`src/rtl/spc_pkg.sv`:
```
package spc_pkg;
  typedef struct packed {
    logic friendly;
    logic mask;
  } spc_dec_t;

  localparam spc_dec_t SPC_DEC_RST = '{friendly: 1'b0, mask: 1'b0};
endpackage

```
`src/rtl/spc_win_timer.sv`:
```
module spc_win_timer #(
  parameter int WIN_W = 12
) (
  input  logic             clk_i,
  input  logic             rst_ni,
  input  logic [WIN_W-1:0] len_i,
  output logic             end_o
);
  logic [WIN_W-1:0] cnt_q;
  logic [WIN_W-1:0] lim;

  // zero length collapses to a single-cycle window
  assign lim   = (len_i == '0) ? '0 : len_i - 1'b1;
  assign end_o = (cnt_q >= lim);

  always_ff @(posedge clk_i or negedge rst_ni) begin
    if (!rst_ni)    cnt_q <= '0;
    else if (end_o) cnt_q <= '0;
    else            cnt_q <= cnt_q + 1'b1;
  end

  a_r2_restart: assert property (@(posedge clk_i) disable iff (!rst_ni)
    end_o |=> (cnt_q == '0));
endmodule

```
`src/rtl/spc_ret_acc.sv`:
```
module spc_ret_acc #(
  parameter int RET_W = 4,
  parameter int CNT_W = 16
) (
  input  logic             clk_i,
  input  logic             rst_ni,
  input  logic [RET_W-1:0] ret_i,
  input  logic             clr_i,
  output logic [CNT_W-1:0] total_o
);
  logic [CNT_W-1:0] acc_q;

  // total includes this cycle's retirements
  assign total_o = acc_q + CNT_W'(ret_i);

  always_ff @(posedge clk_i or negedge rst_ni) begin
    if (!rst_ni)    acc_q <= '0;
    else if (clr_i) acc_q <= '0;
    else            acc_q <= total_o;
  end

  a_r3_clear: assert property (@(posedge clk_i) disable iff (!rst_ni)
    clr_i |=> (acc_q == '0));
endmodule

```
`src/rtl/spc_decide.sv`:
```
module spc_decide
  import spc_pkg::*;
#(
  parameter int CNT_W = 16
) (
  input  logic             clk_i,
  input  logic             rst_ni,
  input  logic             end_i,
  input  logic [CNT_W-1:0] tot_mru_i,
  input  logic [CNT_W-1:0] tot_byp_i,
  input  logic [CNT_W-1:0] thresh_i,
  output logic             friendly_o,
  output logic             mask_o,
  output logic             valid_o
);
  localparam int DW = CNT_W + 1;

  logic signed [DW-1:0] diff;
  logic signed [DW-1:0] thr_s;
  logic                 is_fr;
  spc_dec_t             dec_q;
  logic                 valid_q;

  assign diff  = $signed({1'b0, tot_mru_i}) - $signed({1'b0, tot_byp_i});
  assign thr_s = $signed({1'b0, thresh_i});
  assign is_fr = (diff > thr_s);

  always_ff @(posedge clk_i or negedge rst_ni) begin
    if (!rst_ni) begin
      dec_q   <= SPC_DEC_RST;
      valid_q <= 1'b0;
    end else begin
      valid_q <= end_i;
      if (end_i) dec_q <= '{friendly: is_fr, mask: ~is_fr};
    end
  end

  assign friendly_o = dec_q.friendly;
  assign mask_o     = dec_q.mask;
  assign valid_o    = valid_q;

  a_r2_strobe: assert property (@(posedge clk_i) disable iff (!rst_ni)
    end_i |=> valid_o);
  a_r2_quiet: assert property (@(posedge clk_i) disable iff (!rst_ni)
    !end_i |=> !valid_o);
  a_r6_negative: assert property (@(posedge clk_i) disable iff (!rst_ni)
    (end_i && diff < 0) |=> !friendly_o);
  a_r7_mask_inverse: assert property (@(posedge clk_i) disable iff (!rst_ni)
    valid_o |-> (mask_o == !friendly_o));
  a_r8_hold: assert property (@(posedge clk_i) disable iff (!rst_ni)
    !end_i |=> ($stable(friendly_o) && $stable(mask_o)));
endmodule

```
`src/rtl/spc_ctrl.sv`:
```
module spc_ctrl #(
  parameter int RET_W = 4,
  parameter int WIN_W = 12,
  parameter int CNT_W = WIN_W + RET_W
) (
  input  logic             clk_i,
  input  logic             rst_ni,
  input  logic [RET_W-1:0] ret_byp_i,
  input  logic [RET_W-1:0] ret_mru_i,
  input  logic [CNT_W-1:0] thresh_i,
  input  logic [WIN_W-1:0] win_len_i,
  output logic             friendly_o,
  output logic             mask_o,
  output logic             valid_o
);
  localparam int NPROBE = 2;

  logic             win_end;
  logic [RET_W-1:0] ret_arr [NPROBE];
  logic [CNT_W-1:0] tot_arr [NPROBE];

  assign ret_arr[0] = ret_byp_i;
  assign ret_arr[1] = ret_mru_i;

  spc_win_timer #(.WIN_W(WIN_W)) u_timer (
    .clk_i  (clk_i),
    .rst_ni (rst_ni),
    .len_i  (win_len_i),
    .end_o  (win_end)
  );

  for (genvar p = 0; p < NPROBE; p++) begin : g_probe
    spc_ret_acc #(.RET_W(RET_W), .CNT_W(CNT_W)) u_acc (
      .clk_i   (clk_i),
      .rst_ni  (rst_ni),
      .ret_i   (ret_arr[p]),
      .clr_i   (win_end),
      .total_o (tot_arr[p])
    );
  end

  spc_decide #(.CNT_W(CNT_W)) u_dec (
    .clk_i      (clk_i),
    .rst_ni     (rst_ni),
    .end_i      (win_end),
    .tot_mru_i  (tot_arr[1]),
    .tot_byp_i  (tot_arr[0]),
    .thresh_i   (thresh_i),
    .friendly_o (friendly_o),
    .mask_o     (mask_o),
    .valid_o    (valid_o)
  );
endmodule

```
`config.mk`:
```
export PLATFORM = sky130hd
export DESIGN_NAME = spc_ctrl
export DESIGN_NICKNAME = d
export VERILOG_FILES = /design/src/rtl/spc_pkg.sv /design/src/rtl/spc_win_timer.sv /design/src/rtl/spc_ret_acc.sv /design/src/rtl/spc_decide.sv /design/src/rtl/spc_ctrl.sv
export SDC_FILE = /design/constraint.sdc
export NUM_CORES = 1
export LEC_CHECK = 0
export BUFFER_PORTS_ARGS = -buffer_cell sky130_fd_sc_hd__buf_2
export CAP_MARGIN = 20
export CORE_UTILIZATION = 60
export DETAILED_ROUTE_END_ITERATION = 8
export PLACE_DENSITY = 0.93
export SLEW_MARGIN = 5
export SYNTH_ARGS = -nofsm -noshare
export SYNTH_HDL_FRONTEND = slang
export SYNTH_SLANG_ARGS = --single-unit
```
`constraint.sdc`:
```
create_clock -name clk_i -period 5.3 [get_ports clk_i]
set_input_delay 1.59 -clock clk_i [delete_from_list [all_inputs] [get_ports clk_i]]
set_output_delay 1.59 -clock clk_i [all_outputs]
set_load 0.03 [all_outputs]
```
# == Word level (Yosys, flattened, before mapping) ==
# Cells that the tools add are included.
# Widths: inputs -> output; s select.
# totals
regBits,47
input_bits,38
out_inout_bits,3
# op_classes
n_addsub,5
order_cmp,2
mux,4
bitwise,1
reduce_logical,1
# ops
op,n
$add 16x4->16,2
$mux 16,2
$mux 12,2
$gt 17x17->1,1
$sub 16x16->17,1
$add 12x1->12 const B,1
$ge 12x12->1,1
$logic_not 12->1,1
$sub 12x1->12 const B,1
$not 1->1,1

# == Logic depth before layout (Yosys ltp) ==
# Gate-level depths: netlist of the first run.
# depth
ltp_word,4
mapped_depth,23
depth_no_buf,23

# == Cells and area by module ==
# From an unflattened synthesis of the first run, not the netlist that was laid out.
# unflattened
hier_cells,511
hier_area_um2,4443.0
# by_module_without_submodules
module,n_inst,cells_each,area_per_inst_um2,seq_area_each_um2
spc_ret_acc,2,101,985.9,400.4
spc_decide,1,176,1303.8,75.1
spc_win_timer,1,133,1167.4,300.3

# == Worst setup path after synthesis of the first run ==
# No wires, ideal clock.
# synth_path
path_type,input port to flip-flop
startpoint,input port ret_byp_i[0]
endpoint,register u_dec.dec_q (netlist bit u_dec.mask_o)
setup_time_ns,0.139
arrival_ns,5.150
setup_slack_ns,0.011
stages,22
n_path_buf,0
path_cell_list,ha_1 -> inv_1 -> fa_1 -> nand2b_1 -> a21oi_1 -> and3_1 -> nand2_1 -> xor2_1 -> ha_1 -> a21oi_1 -> o21bai_1 -> a21oi_1 -> o21ai_0 -> a21o_1 -> a311oi_1 -> ha_1 -> nand3_1 -> o21ai_0 -> a21oi_1 -> a311o_1 -> o21ai_0 -> o311ai_1
# synth_between
elab_chain_cells,4
# synth_lines
item,line_no,rtl
start: declaration,spc_ctrl.sv:8,"input logic [RET_W-1:0] ret_byp_i,"
$add 16x4->16,spc_ret_acc.sv:14,assign total_o = acc_q + CNT_W'(ret_i);
$sub 16x16->17,spc_decide.sv:24,"assign diff = $signed({1'b0, tot_mru_i}) - $signed({1'b0, tot_byp_i});"
$gt 17x17->1,spc_decide.sv:26,assign is_fr = (diff > thr_s);
$not 1->1,spc_decide.sv:34,"if (end_i) dec_q <= '{friendly: is_fr, mask: ~is_fr};"
end signal: assignment,spc_decide.sv:34,
end: declaration,spc_decide.sv:21,spc_dec_t dec_q;
# Every way passes these cells.
# A chain may end at the register's enable or synchronous reset.

# == Final worst setup path of the first run ==
# layout_path
startpoint,input port ret_byp_i[2]
endpoint,register u_dec.dec_q (netlist bit u_dec.mask_o)
# The elaborated chain is that of the path after synthesis.

==> results of run 1 <==
sequential cells by signal (all words and copies together) (netlist names):
name                 cells
u_timer.cnt_q           12
g_probe.u_acc.acc_q     32
u_dec.valid_o            1
u_dec.friendly_o         1
u_dec.mask_o             1
layer usage:
| metal | global-route usage, % | vias to the layer above | wire length, um |
|---|---|---|---|
| met1 | 35.5 | 2128 | 5030 |
| met2 | 57.7 | 458 | 7260 |
| li1 | - | 1847 | - |
| met3 | 4.77 | 191 | 1780 |
| met5 | 0 | - | 0 |
| met4 | 19.0 | 0 | 1580 |
stage by stage:
step	cells	utilization, %	setup TNS (ps)	hold WS (ps)
floorplan	466	-	0	467
global placement	631	73.8	-489	501
detailed placement	631	73.8	-820	535
CTS	643	76.8	0	549
global route	654	82.4	-1480	578
finish	654	82.4	-914	530
critical path: stages:
cell      delay, ps
buf_2           110
ha_2            410
o211ai_2        170
o211a_1         280
a211oi_4        430
ha_4            310
a21o_1          220
a311oi_4        410
nor2_2          110
xor2_1          180
ha_1            320
nand4_1         190
nor3_2          270
nor2_1           90
o211ai_1        130
a21oi_1         120
a311o_1         360
o21ai_2          90
o311ai_2        110
Yosys cell counts (all sizes together) (2+ instances only):
master / number
nor2: 62
ha: 54
dfrtp: 47
inv: 34
xor2: 33
nand2: 30
xnor2: 25
and3: 24
a21oi: 19
nor3: 18
a21o: 16
nand3: 15
o21ai: 15
o211ai: 8
a211oi: 7
nand2b: 6
nand4: 6
nor2b: 6
clkbuf: 5
o21a: 4
a31oi: 3
fa: 3
a311o: 2
a311oi: 2
and2: 2
o211a: 2
or3: 2
repair_timing:
| action | 4_1_cts | 5_1_grt |
|---|---|---|
| gates resized for setup | 13 | 46 |
| setup endpoints to repair | 2 | 2 |
| endpoints found under the hold margin | 0 | 0 |
| buffers inserted | 4 | 9 |
| pin swaps | 15 | 36 |
worst max path at each step:
| stage | from | end | slack, ps | cells past startpoint |
|---|---|---|---|---|
| 2_1_floorplan | ret_byp_i[0] | u_dec.mask_o$_DFFE_PN0N_ | 10 | 22 |
| 3_3_place_gp | ret_byp_i[0] | u_dec.mask_o$_DFFE_PN0N_ | -250 | 21 |
| 3_5_place_dp | ret_byp_i[0] | u_dec.mask_o$_DFFE_PN0N_ | -420 | 21 |
| 4_1_cts | ret_byp_i[0] | u_dec.mask_o$_DFFE_PN0N_ | 6 | 23 |
| 5_1_grt | ret_byp_i[2] | u_dec.friendly_o$_DFFE_PN0N_ | -760 | 20 |
| 6_report | ret_byp_i[2] | u_dec.mask_o$_DFFE_PN0N_ | -460 | 19 |
kinds of logic (layout without fill, tap and decap cells):
logic type	after synthesis	after routing	synth area share, %
mux	1	1	0.243
other cells	0	1	0
flops	47	47	28.6
xor+xnor	58	58	12.9
simple gates	176	176	20.4
compound gates	87	87	16.3
fa+ha+maj	57	57	17.9
buf+inv	40	150	3.68
area by class of cell:
| cell class | instances | area share [%] |
|---|---|---|
| sequential | 47 | 22.0 |
| inverter | 34 | 2.39 |
| antenna | 1 | 0.0468 |
| multi-input combinational | 379 | 58.0 |
| clock buffer | 8 | 1.87 |
| timing repair buffer | 108 | 13.9 |
| tap | 77 | 1.80 |
layout by cell type, fill, tap and decap left out, types with 16 or more instances in the layout:
cell,instances
nor3_1,17
nand2_1,27
buf_4,66
nor2_1,58
and3_1,22
ha_1,46
xnor2_1,17
dfrtp_1,47
inv_1,33
buf_2,39
a21o_1,16
xor2_1,28
==> results.txt, run 1 <==
Summed over its instances, the top area cell type makes up 28.6% of the synthesized netlist area. The element type at the critical path start is a primary input. The worst flop-to-flop path endpoint is u_dec.mask_o$_DFFE_PN0N_.

The worst-case setup margin in the final layout is -458 ps. The length in cells of the worst reg-to-reg path came out at 18. The number of global-route vias before repair is 4,100. The launch instance of the worst min-delay path is u_timer.cnt_q[0]$_DFF_PN0_.

The final hold violation count came to 0. The horizontal die dimension came out at 84.8 um. The final worst clock skew is 14.9 ps. Routability-driven placement finished with a final weighted congestion of 0.865. The routed length per placed instance came out at 23.9 um. The share of synthesized area occupied by flip-flops and latches is 28.6%. For this run, the total global-route usage over all layers was measured as 31.8%. The initial antenna violation count came to 1. The synthesized netlist occupies a cell area of 4120 um2. The effective utilization at floorplan is 63.4%. The most used flip-flop cell after synthesis is dfrtp_1.

In this run the critical register-to-register path is launched from g_probe[0].u_acc.acc_q[2]$_DFF_PN0_. The count of endpoints failing setup in the final report is 2. The run finished, with violations left. The number of violations reported at the end of detailed-routing iteration 0 is 600.

Derived from the worst setup path, the maximum achievable clock frequency is 0.174 GHz. In this run, post-CTS hold repair placed 0 buffers. The number of top-level pins is 41. Of the cells placed in the final design, the portion with a size suffix greater than 1 is 30.6%. Setup repair after global routing could not meet its margin everywhere.

The minimum clock period after layout is 5760 ps. The CTS sink count is 47. The number of synthesis warnings is 0.

The synthesis-to-layout area growth is 29.9%. The critical path arrival came out at 5940 ps. The insertion delay to the later sink of the worst-skew pair is 320 ps. The deepest clock path buffer count came out at 2.

The cell at the root of the clock tree is clkbuf_8. The first detailed-routing pass ran for 7 iterations. The net count of the finished layout is 670. The first-pass GRT wire length came out at 18.0 mm. The floorplan step defined a die boundary enclosing 7200 um2. Synthesis produced a netlist whose cell count is 466. The min-delay analysis places its worst path in the category flip-flop to flip-flop. The pin count of the biggest net entering global routing is 48.

OpenSTA, run right after detailed placement, puts the worst setup slack at -418 ps. The final routed DRC violation total is 4. The register-to-register setup slack came out at 510 ps. The post-synthesis cell type with the largest combined area is dfrtp_1. The detail-routed via count per cell is 7.07. The number of inserted filler cells in the final layout came out at 291.

The maximum level of the CTS H-tree is 2. The final non-filler cell area came out at 5350 um2. The clock transition at the register clock pins on the worst setup and hold paths after CTS came out at 90 ps. The die is 84.8 um tall.

TritonCTS built the clock tree. The detail route stage leaves a number of antenna-violating nets equal to 0. Counting flops and latches in the post-synthesis netlist gives 47.

The final-report max-slew violation count is 0. The placement row count is 29. The number of library cell types mapped by synthesis is 50.

The total wire length is 15.7 mm. The core box area is 6490 um2. The maximum fanout encountered on the critical timing path is 4. The share of the clock period used by the worst path came out at 109%.

Registers take 1180 um2. TritonCTS created 5 clock buffers. The worst setup path is captured at a flip-flop. For the pin with the worst max-slew slack, the measured transition is 1110 ps.

The final reports fail on design-rule violations, negative setup slack. The fraction of registers with async set or reset after synthesis is 100%. The total congestion overflow came out at 0.

The HPWL reported at the end of detailed placement came out at 7.93 mm. The number of violations of the max-capacitance limit came out at 0. Ranked by total cell area, the synthesized netlist is headed by dfrtp_1, ha_1, xor2_1. Input and output buffers added on the ports amount to 40. The post-place instance area is 4790 um2. The worst setup path is of the primary input to flip-flop kind.

The total via count in the routed design is 4,624. The instance count along the most critical hold path is 1. The number of enable-type register cells in the synthesized netlist came out at 0. The post-synth net total is 561. The combined area of the multi-input logic cells came out at 3100 um2.

The mean post-synth cell area is 8.83 um2. The critical path data required time is 5480 ps. Headroom to the max-slew limit came out at 25.6%. The endpoint of the worst hold path is u_timer.cnt_q[0]$_DFF_PN0_.
Power of run 1 is not shown: default switching activity piles up to over one toggle a cycle in this logic, so the estimate is an artifact.
==> inputs of run 2 (changes only) <==
CORE_UTILIZATION = 62   (was 60)
CTS_BUF_LIST = sky130_fd_sc_hd__clkbuf_8   (was not set)
PLACE_DENSITY = 0.95   (was 0.93)
==> run 2 against run 1 <==
Effect of this change: the run still ends with design-rule violations, negative setup slack left; via count up 7.3%; setup slack improved by 14 ps; cell area is 2.1% higher; critical endpoint unchanged; non-clock buffer count increased by 1; utilization up 3.2 points; die area fell by 3.2%; sequential share of layout area down 0.45 points.
==> results.txt, run 2 (synthesized netlist as in run 1, its figures left out) <==
The number of optimization iterations in the first detailed-route pass was 9 (was 7). The share of layout cells above drive strength 1 is 33.0% (was 30.6%). The critical path capture point type is a flip-flop (unchanged). The first-pass GRT wire length is 19.9 mm (was 18.0 mm). The count of endpoints failing setup in the final report came out at 33 (was 2).

The TritonCTS clock tree is yes (unchanged). The register with the highest flop count is g_probe.u_acc.acc_q (unchanged). The share of the clock period used by the worst path is 108% (was 109%). The dominant delay contributor by cell family on the critical path was compound AO/OA/AOI/OAI gates (unchanged).

The minimum clock period after layout came out at 5740 ps (was 5760 ps). The number of buffer and inverter stages on the critical path came out at 3 (was 1). The total number of cells along the worst setup path is 20 (was 19). The number of antenna repair diodes is 0 (was 1). The worst flop-to-flop path endpoint is u_dec.mask_o$_DFFE_PN0N_ (unchanged). The category of the most critical setup path is primary input to flip-flop (unchanged). The number of violations of the max-capacitance limit was 0 (unchanged). The CTS sink count came out at 47 (unchanged).

The launch point of the worst path is ret_mru_i[2] (was ret_byp_i[2]). The number of top-level pins is 41 (unchanged). Largest regs: g_probe.u_acc.acc_q: 32 flops, u_timer.cnt_q: 12 flops (unchanged).

The number of violations reported at the end of detailed-routing iteration 0 is 891 (was 600). The total wire length came out at 18.4 mm (was 15.7 mm). The count of placed standard cells including taps is 629 (was 631). The detail-routed via count per cell is 7.60 (was 7.07). The routability-driven placement congestion ratio came out at 0.878 (was 0.865).

The deepest clock path buffer count came out at 2 (unchanged). The maximum fanout encountered on the critical timing path is 4 (unchanged). The final-report max-slew violation count is 0 (unchanged). The accumulated negative setup slack is -5820 ps (was -914 ps). The maximum achievable frequency came to 0.174 GHz (about the same). The measured slew at the worst slew-check pin is 1120 ps (was 1110 ps). Among the stages of the critical path, the cell type that occurs most often is ha_1.

The number of global-route vias before repair is 4,300 (was 4,100). The count of buffers from port buffering came out at 40 (unchanged). The worst-case setup margin in the final layout is -444 ps (was -458 ps). The maximum level of the CTS H-tree is 2 (unchanged).

The number of CTS-inserted buffers was 5 (unchanged). The horizontal die dimension is 83.5 um (was 84.8 um). Unrepaired setup endpoints after global routing: true (unchanged).

The minimum hold slack came out at 575 ps (was 530 ps). The critical path arrival came out at 5940 ps (about the same). The pin count of the biggest net entering global routing came out at 48 (unchanged).

Outcome: finished, violations left (unchanged). The effective utilization at floorplan is 64.5% (was 63.4%). The floorplan die height came to 83.5 um (was 84.8 um). The worst relative slew slack came out at 25.4% (was 25.6%). The cell at the root of the clock tree is clkbuf_8 (unchanged). The cell at the slowest stage of the critical path is a2111o_1 (was a211oi_4).

The last element of the critical path is u_dec.mask_o$_DFFE_PN0N_ (unchanged). The post-route non-filler standard cell count came to 653 (was 654). The synthesis-to-layout area growth is 32.7% (was 29.9%). The insertion delay to the later sink of the worst-skew pair came out at 340 ps (was 320 ps). Most frequent cells in the layout: buf_4, nor2_1, dfrtp_1, ha_1, buf_2 (unchanged). The final hold violation count came to 0 (unchanged). The critical path data required time was 5500 ps (was 5480 ps). The initial antenna violation count was 0 (was 1). Violated checks: design-rule violations, negative setup slack (unchanged). The core box area is 6390 um2 (was 6490 um2). The post-layout utilization of the core is 85.5% (was 82.4%). The number of hold-repair buffers added at the cts stage is 0 (unchanged). The HPWL reported at the end of detailed placement is 8.51 mm (was 7.93 mm). The class of the worst hold path is flip-flop to flip-flop (unchanged). The total congestion overflow is 0 (unchanged). The maximum cell stage delay along the critical path is 430 ps (about the same). The element type at the critical path start is a primary input (unchanged). The overall global routing resource usage is 35.7% (was 31.8%). The number of flip-flops under the largest register name is 32 (unchanged). The final worst clock skew came to 17.8 ps (was 14.9 ps). The clock transition at the register clock pins on the worst setup and hold paths after CTS was 90 ps (about the same). Critical path cell sequence: buf_2, ha_1, o211ai_1, o21a_2, nor2_1, xnor2_2, inv_1, ha_1, buf_4, nor3_2, nor2_2, a2111o_1, o211ai_1, ha_1, nand3_2, nor2_2, a21oi_1, a311o_1, o21ai_2, o311ai_2 (was buf_2, ha_2, o211ai_2, o211a_1, a211oi_4, ha_4, a21o_1, a311oi_4, nor2_2, xor2_1, ha_1, nand4_1, nor3_2, nor2_1, o211ai_1, a21oi_1, a311o_1, o21ai_2, o311ai_2).

The total via count in the routed design came to 4,960 (was 4,624). The length in cells of the worst reg-to-reg path is 22 (was 18). The leading cell type in the layout, fill and taps excluded is buf_4 (unchanged). The register-to-register setup slack came to 470 ps (was 510 ps).

The routed length per placed instance is 28.2 um (was 23.9 um). The number of nets at the end of the flow was 671 (was 670). The overall die area is 6970 um2 (was 7200 um2).

The antenna violation net count after detailed routing came out at 0 (unchanged). The placement row count is 29 (unchanged). The final routed DRC violation total was 2 (was 4). The beginning of the worst register-to-register path is g_probe[0].u_acc.acc_q[0]$_DFF_PN0_ (was g_probe[0].u_acc.acc_q[2]$_DFF_PN0_).
## run 2: changes by cell type in the layout (fill, tap and decap cells not counted), moves of 2 or more
cell     delta
o21ai_1     +2
buf_6       +2
inv_2       +2
a21oi_2     +2
ha_4        +4
a21oi_1     -3
ha_1        -2
o21ai_2     +2
o21ai_0     -4
xnor2_4     +2
nor2_2      +2
ha_2        -2
inv_1       -2
## run 2: cell type report
class	count	area [um2]
Tap cell	77	96.3
Clock buffer	6	82.6
Multi-Input combinational cell	379	3210
Clock inverter	1	5.00
Timing Repair Buffer	109	759
Inverter	34	128
Sequential cell	47	1180
Fill cell	234	925
## run 2: tightest hold or removal path, cell delays in order, from the launching register on
cell,delay [ps]
dfrtp_1,360
nand3_1,90
o311ai_2,90
## run 2: how the worst min path moves through the flow
stage	start	endpoint	cells past startpoint	slack, ps
final	u_dec.mask_o$_DFFE_PN0N_	u_dec.mask_o$_DFFE_PN0N_	2	580
after global routing	u_timer.cnt_q[0]$_DFF_PN0_	u_timer.cnt_q[0]$_DFF_PN0_	1	590
after CTS	u_timer.cnt_q[0]$_DFF_PN0_	u_timer.cnt_q[0]$_DFF_PN0_	1	520
after detailed placement	u_timer.cnt_q[0]$_DFF_PN0_	u_timer.cnt_q[0]$_DFF_PN0_	1	510
after global placement	u_timer.cnt_q[0]$_DFF_PN0_	u_timer.cnt_q[0]$_DFF_PN0_	1	500
after floorplan	u_timer.cnt_q[0]$_DFF_PN0_	u_timer.cnt_q[0]$_DFF_PN0_	1	470
## run 2: metal layers
layer	share of wire [%]	wire, um	GRT usage, %
met5	0	0	0
met4	13	2410	20.5
met2	42	7780	65.1
met3	15	2670	6.63
met1	30	5540	38.6
## run 2: what timing repair did
item | 4_1_cts | 5_1_grt
endpoints found under the setup margin | 2 | 2
pin swaps | 18 | 50
setup buffers | 4 | 12
gates resized for setup | 24 | 57
## run 2: stage by stage
| stage | setup slack, ps | area (um2) |
|---|---|---|
| finish | -444 | 5460 |
| global route | -560 | 5460 |
| CTS | -6.28 | 5010 |
| detailed placement | -573 | 4780 |
| global placement | -257 | 4780 |
| floorplan | 11.1 | 4120 |
Power of run 2 is left out for the same reason.
